--- src/rtl/bls_pkg.sv ---
package bls_pkg;

   typedef enum logic [3:0] {
      S_IDLE,
      S_TRST,
      S_TGO,
      S_TWAIT,
      S_FRST,
      S_CLR,
      S_LDIAG,
      S_LBOOT,
      S_RUN,
      S_PWAIT,
      S_BOOT
   } bls_state_e;

   localparam logic [7:0] EVT_TEST_FAIL = 8'hF9;
   localparam logic [7:0] EVT_LOAD_FAIL = 8'hF0;

endpackage

--- src/rtl/bls_test_ctr.sv ---
module bls_test_ctr #(
   parameter int unsigned N = 4,
   parameter int unsigned W = 2
) (
   input  logic         clk,
   input  logic         rst_n,
   input  logic         clr,
   input  logic         inc,
   output logic [W-1:0] idx,
   output logic         last
);

   generate
      if (N == 1) begin : g_single
         logic unused_ctl;
         assign unused_ctl = clr ^ inc;
         assign idx  = '0;
         assign last = 1'b1;
      end else begin : g_multi
         localparam logic [W-1:0] LAST_IDX = W'(N - 1);
         logic [W-1:0] cnt_q;
         always_ff @(posedge clk or negedge rst_n) begin
            if (!rst_n)   cnt_q <= '0;
            else if (clr) cnt_q <= '0;
            else if (inc) cnt_q <= cnt_q + 1'b1;
         end
         assign idx  = cnt_q;
         assign last = (cnt_q == LAST_IDX);
      end
   endgenerate

endmodule

--- src/rtl/bls_addr_gen.sv ---
module bls_addr_gen #(
   parameter int unsigned AW = 12
) (
   input  logic          clk,
   input  logic          rst_n,
   input  logic          load,
   input  logic [AW-1:0] load_val,
   input  logic          inc,
   output logic [AW-1:0] addr
);

   logic [AW-1:0] addr_q;

   always_ff @(posedge clk or negedge rst_n) begin
      if (!rst_n)    addr_q <= '0;
      else if (load) addr_q <= load_val;
      else if (inc)  addr_q <= addr_q + 1'b1;
   end

   assign addr = addr_q;

endmodule

--- src/rtl/bls_event_reg.sv ---
module bls_event_reg #(
   parameter int unsigned STAT_W = 16
) (
   input  logic              clk,
   input  logic              rst_n,
   input  logic              fire_done,
   input  logic              fire_wait,
   input  logic              fire_err,
   input  logic [7:0]        code_in,
   input  logic              cap_stat,
   input  logic [STAT_W-1:0] stat_in,
   output logic              done,
   output logic              cpu_wait,
   output logic              err_valid,
   output logic [7:0]        err_code,
   output logic [STAT_W-1:0] err_status
);

   always_ff @(posedge clk or negedge rst_n) begin
      if (!rst_n) begin
         done       <= 1'b0;
         cpu_wait   <= 1'b0;
         err_valid  <= 1'b0;
         err_code   <= '0;
         err_status <= '0;
      end else begin
         done      <= fire_done;
         cpu_wait  <= fire_wait;
         err_valid <= fire_err;
         if (fire_err) begin
            err_code   <= code_in;
            err_status <= cap_stat ? stat_in : '0;
         end
      end
   end

endmodule

--- src/rtl/boot_load_seq.sv ---
module boot_load_seq
   import bls_pkg::*;
#(
   parameter int unsigned NUM_TESTS  = 4,
   parameter int unsigned AW         = 12,
   parameter int unsigned DW         = 32,
   parameter int unsigned STAT_W     = 16,
   parameter int unsigned MEM_DEPTH  = 1024,
   parameter int unsigned DIAG_LO    = 'h100,
   parameter int unsigned DIAG_HI    = 'h1FF,
   parameter int unsigned BOOT_LO    = 'h20,
   parameter int unsigned BOOT_HI    = 'h29,
   parameter int unsigned DIAG_ENTRY = 'h160,
   parameter int unsigned BOOT_ENTRY = 'h26,
   // derived: width of the test number
   parameter int unsigned TIDX_W     = (NUM_TESTS > 1) ? $clog2(NUM_TESTS) : 1
) (
   input  logic              clk,
   input  logic              rst_n,
   input  logic              load_req,
   input  logic              sys_idle,
   input  logic              test_done,
   input  logic              test_pass,
   input  logic [STAT_W-1:0] test_status,
   input  logic              mem_wready,
   input  logic [DW-1:0]     img_data,
   input  logic              img_err,
   input  logic              cpu_diag_done,
   input  logic              cpu_diag_ok,
   output logic              busy,
   output logic              sys_reset,
   output logic              test_start,
   output logic [TIDX_W-1:0] test_idx,
   output logic              mem_we,
   output logic [AW-1:0]     mem_addr,
   output logic [DW-1:0]     mem_wdata,
   output logic              img_sel,
   output logic              run_mode,
   output logic              cpu_start,
   output logic [AW-1:0]     cpu_start_addr,
   output logic              done,
   output logic              cpu_wait,
   output logic              err_valid,
   output logic [7:0]        err_code,
   output logic [STAT_W-1:0] err_status
);

   localparam logic [AW-1:0] MEM_LAST  = AW'(MEM_DEPTH - 1);
   localparam logic [AW-1:0] DLO       = AW'(DIAG_LO);
   localparam logic [AW-1:0] DHI       = AW'(DIAG_HI);
   localparam logic [AW-1:0] BLO       = AW'(BOOT_LO);
   localparam logic [AW-1:0] BHI       = AW'(BOOT_HI);
   localparam logic [AW-1:0] ENTRY_D   = AW'(DIAG_ENTRY);
   localparam logic [AW-1:0] ENTRY_B   = AW'(BOOT_ENTRY);

   // elaboration-time parameter checks
   generate
      if (NUM_TESTS < 1) begin : g_chk_tests
         $error("NUM_TESTS must be at least 1");
      end
      if (MEM_DEPTH > (1 << AW) || MEM_DEPTH < 2) begin : g_chk_depth
         $error("MEM_DEPTH must fit the address width");
      end
      if (DIAG_HI >= MEM_DEPTH || BOOT_HI >= MEM_DEPTH) begin : g_chk_win
         $error("load windows must lie inside memory");
      end
      if (DIAG_LO > DIAG_HI || BOOT_LO > BOOT_HI) begin : g_chk_order
         $error("load window bounds reversed");
      end
      if ((1 << TIDX_W) < NUM_TESTS) begin : g_chk_tidx
         $error("TIDX_W too small for NUM_TESTS");
      end
   endgenerate

   bls_state_e st_q, st_d;

   logic          ctr_clr, ctr_inc, ctr_last;
   logic          a_load, a_inc;
   logic [AW-1:0] a_val, addr;
   logic          ev_done, ev_wait, ev_err, ev_cap;
   logic [7:0]    ev_code;
   logic          run_set, run_clr, run_q;

   bls_test_ctr #(.N(NUM_TESTS), .W(TIDX_W)) u_tctr (
      .clk  (clk),
      .rst_n(rst_n),
      .clr  (ctr_clr),
      .inc  (ctr_inc),
      .idx  (test_idx),
      .last (ctr_last)
   );

   bls_addr_gen #(.AW(AW)) u_agen (
      .clk     (clk),
      .rst_n   (rst_n),
      .load    (a_load),
      .load_val(a_val),
      .inc     (a_inc),
      .addr    (addr)
   );

   bls_event_reg #(.STAT_W(STAT_W)) u_evt (
      .clk       (clk),
      .rst_n     (rst_n),
      .fire_done (ev_done),
      .fire_wait (ev_wait),
      .fire_err  (ev_err),
      .code_in   (ev_code),
      .cap_stat  (ev_cap),
      .stat_in   (test_status),
      .done      (done),
      .cpu_wait  (cpu_wait),
      .err_valid (err_valid),
      .err_code  (err_code),
      .err_status(err_status)
   );

   always_ff @(posedge clk or negedge rst_n) begin
      if (!rst_n) begin
         st_q  <= S_IDLE;
         run_q <= 1'b0;
      end else begin
         st_q <= st_d;
         if (run_clr)      run_q <= 1'b0;
         else if (run_set) run_q <= 1'b1;
      end
   end

   always_comb begin
      st_d    = st_q;
      ctr_clr = 1'b0;
      ctr_inc = 1'b0;
      a_load  = 1'b0;
      a_val   = '0;
      a_inc   = 1'b0;
      ev_done = 1'b0;
      ev_wait = 1'b0;
      ev_err  = 1'b0;
      ev_cap  = 1'b0;
      ev_code = EVT_LOAD_FAIL;
      run_set = 1'b0;
      run_clr = 1'b0;
      case (st_q)
         S_IDLE: begin
            if (load_req && sys_idle) begin
               st_d    = S_TRST;
               ctr_clr = 1'b1;
               run_clr = 1'b1;
            end
         end
         S_TRST: st_d = S_TGO;
         S_TGO:  st_d = S_TWAIT;
         S_TWAIT: begin
            if (test_done) begin
               if (!test_pass) begin
                  ev_err  = 1'b1;
                  ev_cap  = 1'b1;
                  ev_code = EVT_TEST_FAIL;
                  st_d    = S_IDLE;
               end else if (ctr_last) begin
                  st_d = S_FRST;
               end else begin
                  ctr_inc = 1'b1;
                  st_d    = S_TRST;
               end
            end
         end
         S_FRST: begin
            st_d   = S_CLR;
            a_load = 1'b1;
            a_val  = '0;
         end
         S_CLR: begin
            if (mem_wready) begin
               if (addr == MEM_LAST) begin
                  st_d   = S_LDIAG;
                  a_load = 1'b1;
                  a_val  = DLO;
               end else begin
                  a_inc = 1'b1;
               end
            end
         end
         S_LDIAG: begin
            if (mem_wready) begin
               if (img_err) begin
                  ev_err = 1'b1;
                  st_d   = S_IDLE;
               end else if (addr == DHI) begin
                  st_d   = S_LBOOT;
                  a_load = 1'b1;
                  a_val  = BLO;
               end else begin
                  a_inc = 1'b1;
               end
            end
         end
         S_LBOOT: begin
            if (mem_wready) begin
               if (img_err) begin
                  ev_err = 1'b1;
                  st_d   = S_IDLE;
               end else if (addr == BHI) begin
                  st_d    = S_RUN;
                  run_set = 1'b1;
               end else begin
                  a_inc = 1'b1;
               end
            end
         end
         S_RUN: st_d = S_PWAIT;
         S_PWAIT: begin
            if (cpu_diag_done) begin
               if (cpu_diag_ok) begin
                  st_d = S_BOOT;
               end else begin
                  ev_wait = 1'b1;
                  ev_done = 1'b1;
                  st_d    = S_IDLE;
               end
            end
         end
         S_BOOT: begin
            ev_done = 1'b1;
            st_d    = S_IDLE;
         end
         default: st_d = S_IDLE;
      endcase
   end

   assign busy           = (st_q != S_IDLE);
   assign sys_reset      = (st_q == S_TRST) || (st_q == S_FRST);
   assign test_start     = (st_q == S_TGO);
   assign mem_we         = (st_q == S_CLR) || (st_q == S_LDIAG) || (st_q == S_LBOOT);
   assign mem_addr       = addr;
   assign mem_wdata      = (st_q == S_CLR) ? '0 : img_data;
   assign img_sel        = (st_q == S_LBOOT);
   assign run_mode       = run_q;
   assign cpu_start      = (st_q == S_RUN) || (st_q == S_BOOT);
   assign cpu_start_addr = (st_q == S_BOOT) ? ENTRY_B : ENTRY_D;


   accept_gate_chk: assert property (@(posedge clk) disable iff (!rst_n)
      $rose(busy) |-> $past(load_req && sys_idle));


   f9_cause_chk: assert property (@(posedge clk) disable iff (!rst_n)
      (err_valid && err_code == EVT_TEST_FAIL) |-> $past(test_done && !test_pass));


   f0_cause_chk: assert property (@(posedge clk) disable iff (!rst_n)
      (err_valid && err_code == EVT_LOAD_FAIL) |-> $past(img_err && mem_we && mem_wready));


   boot_after_ok_chk: assert property (@(posedge clk) disable iff (!rst_n)
      (cpu_start && cpu_start_addr == ENTRY_B) |-> $past(cpu_diag_done && cpu_diag_ok));


   end_excl_chk: assert property (@(posedge clk) disable iff (!rst_n)
      !(done && err_valid));


   stall_hold_chk: assert property (@(posedge clk) disable iff (!rst_n)
      (mem_we && !mem_wready) |=> (mem_we && $stable(mem_addr)));

endmodule

--- config.mk ---
export PLATFORM = sky130hd
export DESIGN_NAME = boot_load_seq
export DESIGN_NICKNAME = d
export VERILOG_FILES = /design/src/rtl/bls_pkg.sv /design/src/rtl/bls_test_ctr.sv /design/src/rtl/bls_addr_gen.sv /design/src/rtl/bls_event_reg.sv /design/src/rtl/boot_load_seq.sv
export SDC_FILE = /design/constraint.sdc
export NUM_CORES = 1
export LEC_CHECK = 0
export BUFFER_PORTS_ARGS = -buffer_cell sky130_fd_sc_hd__buf_2
export CORE_ASPECT_RATIO = 1.25
export CORE_UTILIZATION = 39
export DETAILED_ROUTE_END_ITERATION = 8
export PLACE_DENSITY = 0.76
export SYNTH_ARGS = -nofsm -noshare
export SYNTH_HDL_FRONTEND = slang
export SYNTH_SLANG_ARGS = --single-unit
--- constraint.sdc ---
create_clock -name clk -period 2.1 [get_ports clk]
set_input_delay 0 -clock clk [delete_from_list [all_inputs] [get_ports clk]]
set_output_delay 0 -clock clk [all_outputs]
set_load 0.05 [all_outputs]
==> metrics <==
Reg power frac=0.256; placed cells=around 480; pin count of the biggest net entering global routing=about 40; Synth cell types=between 50 and 60; HPWL Detailed=roughly 4800 µm; EDFF count, synth=0; Rows=32; post-synth top area share=0.403; post-synthesis register bit count=40; Clock Latency Late Sink=~290 ps; clock slew at reported path FFs=80 ps; Slew Limit Fails=0; Via density=roughly 5.0; CP endpoint kind=flip-flop; die area=6690 µm²; TNS Setup=-17.2 ps; Mapped Area=about 2500 µm²; initial antenna violation count=0; CTS tree=done; clock share of power=0.136; # DRC=0; vias post-DR=~2600; path type of the worst setup path=reg -> reg; TritonCTS Buffers=5; cell area power density=around 1300 nW/µm²; Hold/Removal Path Class=in -> reg; failing checks=negative setup slack; Final ANT Viol Nets=0; status=complete, but fails checks; Layout Cells excl Fill=between 500 and 600; Post-synth ARST share=1.00; Max rail drop VDD=slightly below 0.0007 V; max-cap violations=0; gr ovfl total=0; final hold vios=0; total power=4.75 mW; combinational power share=0.608; Synth Area per Inst=approximately 9.4 µm²; CTS root buffer=clkbuf_8; Final Setup Violations=2; Routed wire per std cell=~13 µm; synth cell count leaders=40 x dfrtp_1, 31 x nor2b_1, 24 x nor2_1; Cells after Synth=around 270; Slew @ Worst Pin=between 800 and 900 ps; Fillers=549; total iterations of the first detailed-routing run=4; Max Freq=roughly 470 MHz; I/O pin count=150; grt met2 use=0.373; layout cells sized above 1=0.463; grt met3 use=0.0388; Slew headroom=0.412; Post-Place Setup Slack=-21.0 ps; crit path DAT=~2300 ps; most numerous cell in the Yosys netlist=dfrtp_1; RSZ-0062 raised after global routing=true; Core Area=6170 µm²; Die Ht=91.2 µm; CP startpoint kind=flip-flop; Reg area=between 1000 and 1500 µm²; Critical Path RT=roughly 2300 ps; Ys Warns=0; GRT Total Usage=0.206; switching share of power=0.532; Syn-to-layout area delta=47.6%; final WL=between 6000 and 7000 µm; clock sink count=40; vias in the first global route=about 2400; GP Congestion=roughly 0.86; CTS Buffer Depth=2; Leak=about 1.9 nW; busiest grt layer=met2; internal power=roughly 2.2 mW; grt met1 use=0.239; Initial Utilization=0.402; Tmin final=2120 ps; port bufs=139; CTS H-tree lvls=2; Final nets=between 400 and 500; Fin Clk Skew=around 7.5 ps; largest cells by area after synthesis=dfrtp_1 40%, nor2b_1 7.8%, buf_4 5.7%, a22o_1 5.6%, nor2_1 3.6%; Crit Path Max Fanout=7; Switch Pwr=around 2.5 mW; part of the Yosys area used for sequential elements=0.403; # diodes=0; Final Cycle Share=1.01; final worst slack=-15.9 ps; main flop type after synthesis=dfrtp_1; Multi-input gate area=about 1300 µm²; first-pass GRT wire length=between 10000 and 15000 µm; die width=approximately 73 µm; cell taking the most area after synthesis=dfrtp_1; DRT iter0 DRCs=between 150 and 200
==> per-layer routing <==
metal	part of all wire	vias up	wire [µm]
met5	0	-	0
met4	0.019	0	133
met3	0.070	14	483
met2	0.51	135	3470
met1	0.40	1188	2760
li1	-	1235	-
==> layout make-up <==
| type | count | share of cell area |
|---|---|---|
| multi-input combinational | 192 | 0.363 |
| timing repair buffer | 179 | 0.290 |
| sequential | 40 | 0.277 |
| clock inverter | 3 | 0.0130 |
| tap | 85 | 0.0290 |
| clock buffer | 5 | 0.0188 |
| inverter | 9 | 0.00922 |
==> state kept, by name, indices dropped and copies added, names as in the netlist <==
register	count
u_evt.done	1
u_evt.err_code	2
u_evt.err_valid	1
u_agen.addr	12
u_evt.err_status	16
st_q	4
u_evt.cpu_wait	1
u_tctr.idx	2
run_mode	1
==> power groups by stage <==
stage	Sequential [mW]	Combinational, mW	Clock, mW
after floorplan	1.87	1.52	0
after global placement	1.22	2.71	0
after detailed placement	1.21	2.75	0
after CTS	1.20	2.78	0.661
after global routing	1.25	3.08	0.695
final	1.21	2.89	0.645
==> through the flow <==
stage	hold slack [ps]	util	instance area (µm²)
4_1_cts	47.7	0.581	3580
5_1_grt	93.5	0.594	3660
2_1_floorplan	-296	-	2530
6_report	51.0	0.594	3660
3_3_place_gp	155	0.528	3250
3_5_place_dp	167	0.528	3250
==> cell families (layout without fill, tap and decap cells) <==
logic type | count (synthesis) | in the layout | synth area share
compound gates | 56 | 56 | 0.182
xor+xnor | 5 | 5 | 0.0176
fa+ha+maj | 3 | 3 | 0.0151
buf+inv | 41 | 196 | 0.0958
flops | 40 | 40 | 0.403
mux | 2 | 2 | 0.00807
other cells | 2 | 10 | 0.00303
simple gates | 116 | 116 | 0.275
==> what timing repair did <==
| item | in CTS | in global routing |
|---|---|---|
| hold buffers | 21 | 0 |
| hold endpoints to repair | 59 | 0 |
| endpoints found under the setup margin | 8 | 9 |
| pin swaps | 2 | 4 |
| setup buffers | 0 | 6 |
| resized for setup | 1 | 11 |
==> worst max-delay path: stages (launching register included) <==
cell,delay (ps)
dfrtp_2,420
ha_1,200
and3_4,210
a41oi_1,110
nor3_1,350
o21bai_2,210
buf_4,180
nor3b_1,70
nor4_1,260
==> cells in the final DEF (no fill, tap or decap), types with 10 or more instances in the layout <==
cell type      Yosys  routed
buf_2              4     139
nor2_1            24      23
conb_1             2      10
nand3_1           11      10
buf_4             19      18
dfrtp_1           40      29
nor2b_1           31      30
a22o_1            16      16
dlygate4sd3_1      0      21
dfrtp_2            0      11
nand2_1           13      13
==> path summary, 6_finish.rpt <==
| path | startpoint | cells past startpoint | to | slack (ps) |
|---|---|---|---|---|
| max in group asynchronous | rst_n | 2 | u_agen.addr[5] | 1120 |
| worst max-delay path | u_agen.addr[0] | 8 | u_agen.addr[8] | -20 |
| worst max register to register | u_agen.addr[0] | 8 | u_agen.addr[8] | -20 |
| worst min-delay path | sys_idle | 4 | u_tctr.idx[0] | 50 |
| worst min register to register | u_evt.err_status[13] | 1 | u_evt.err_status[13] | 500 |
| min in group asynchronous | rst_n | 2 | st_q[2] | 370 |
(Power assumes the default switching activity.)
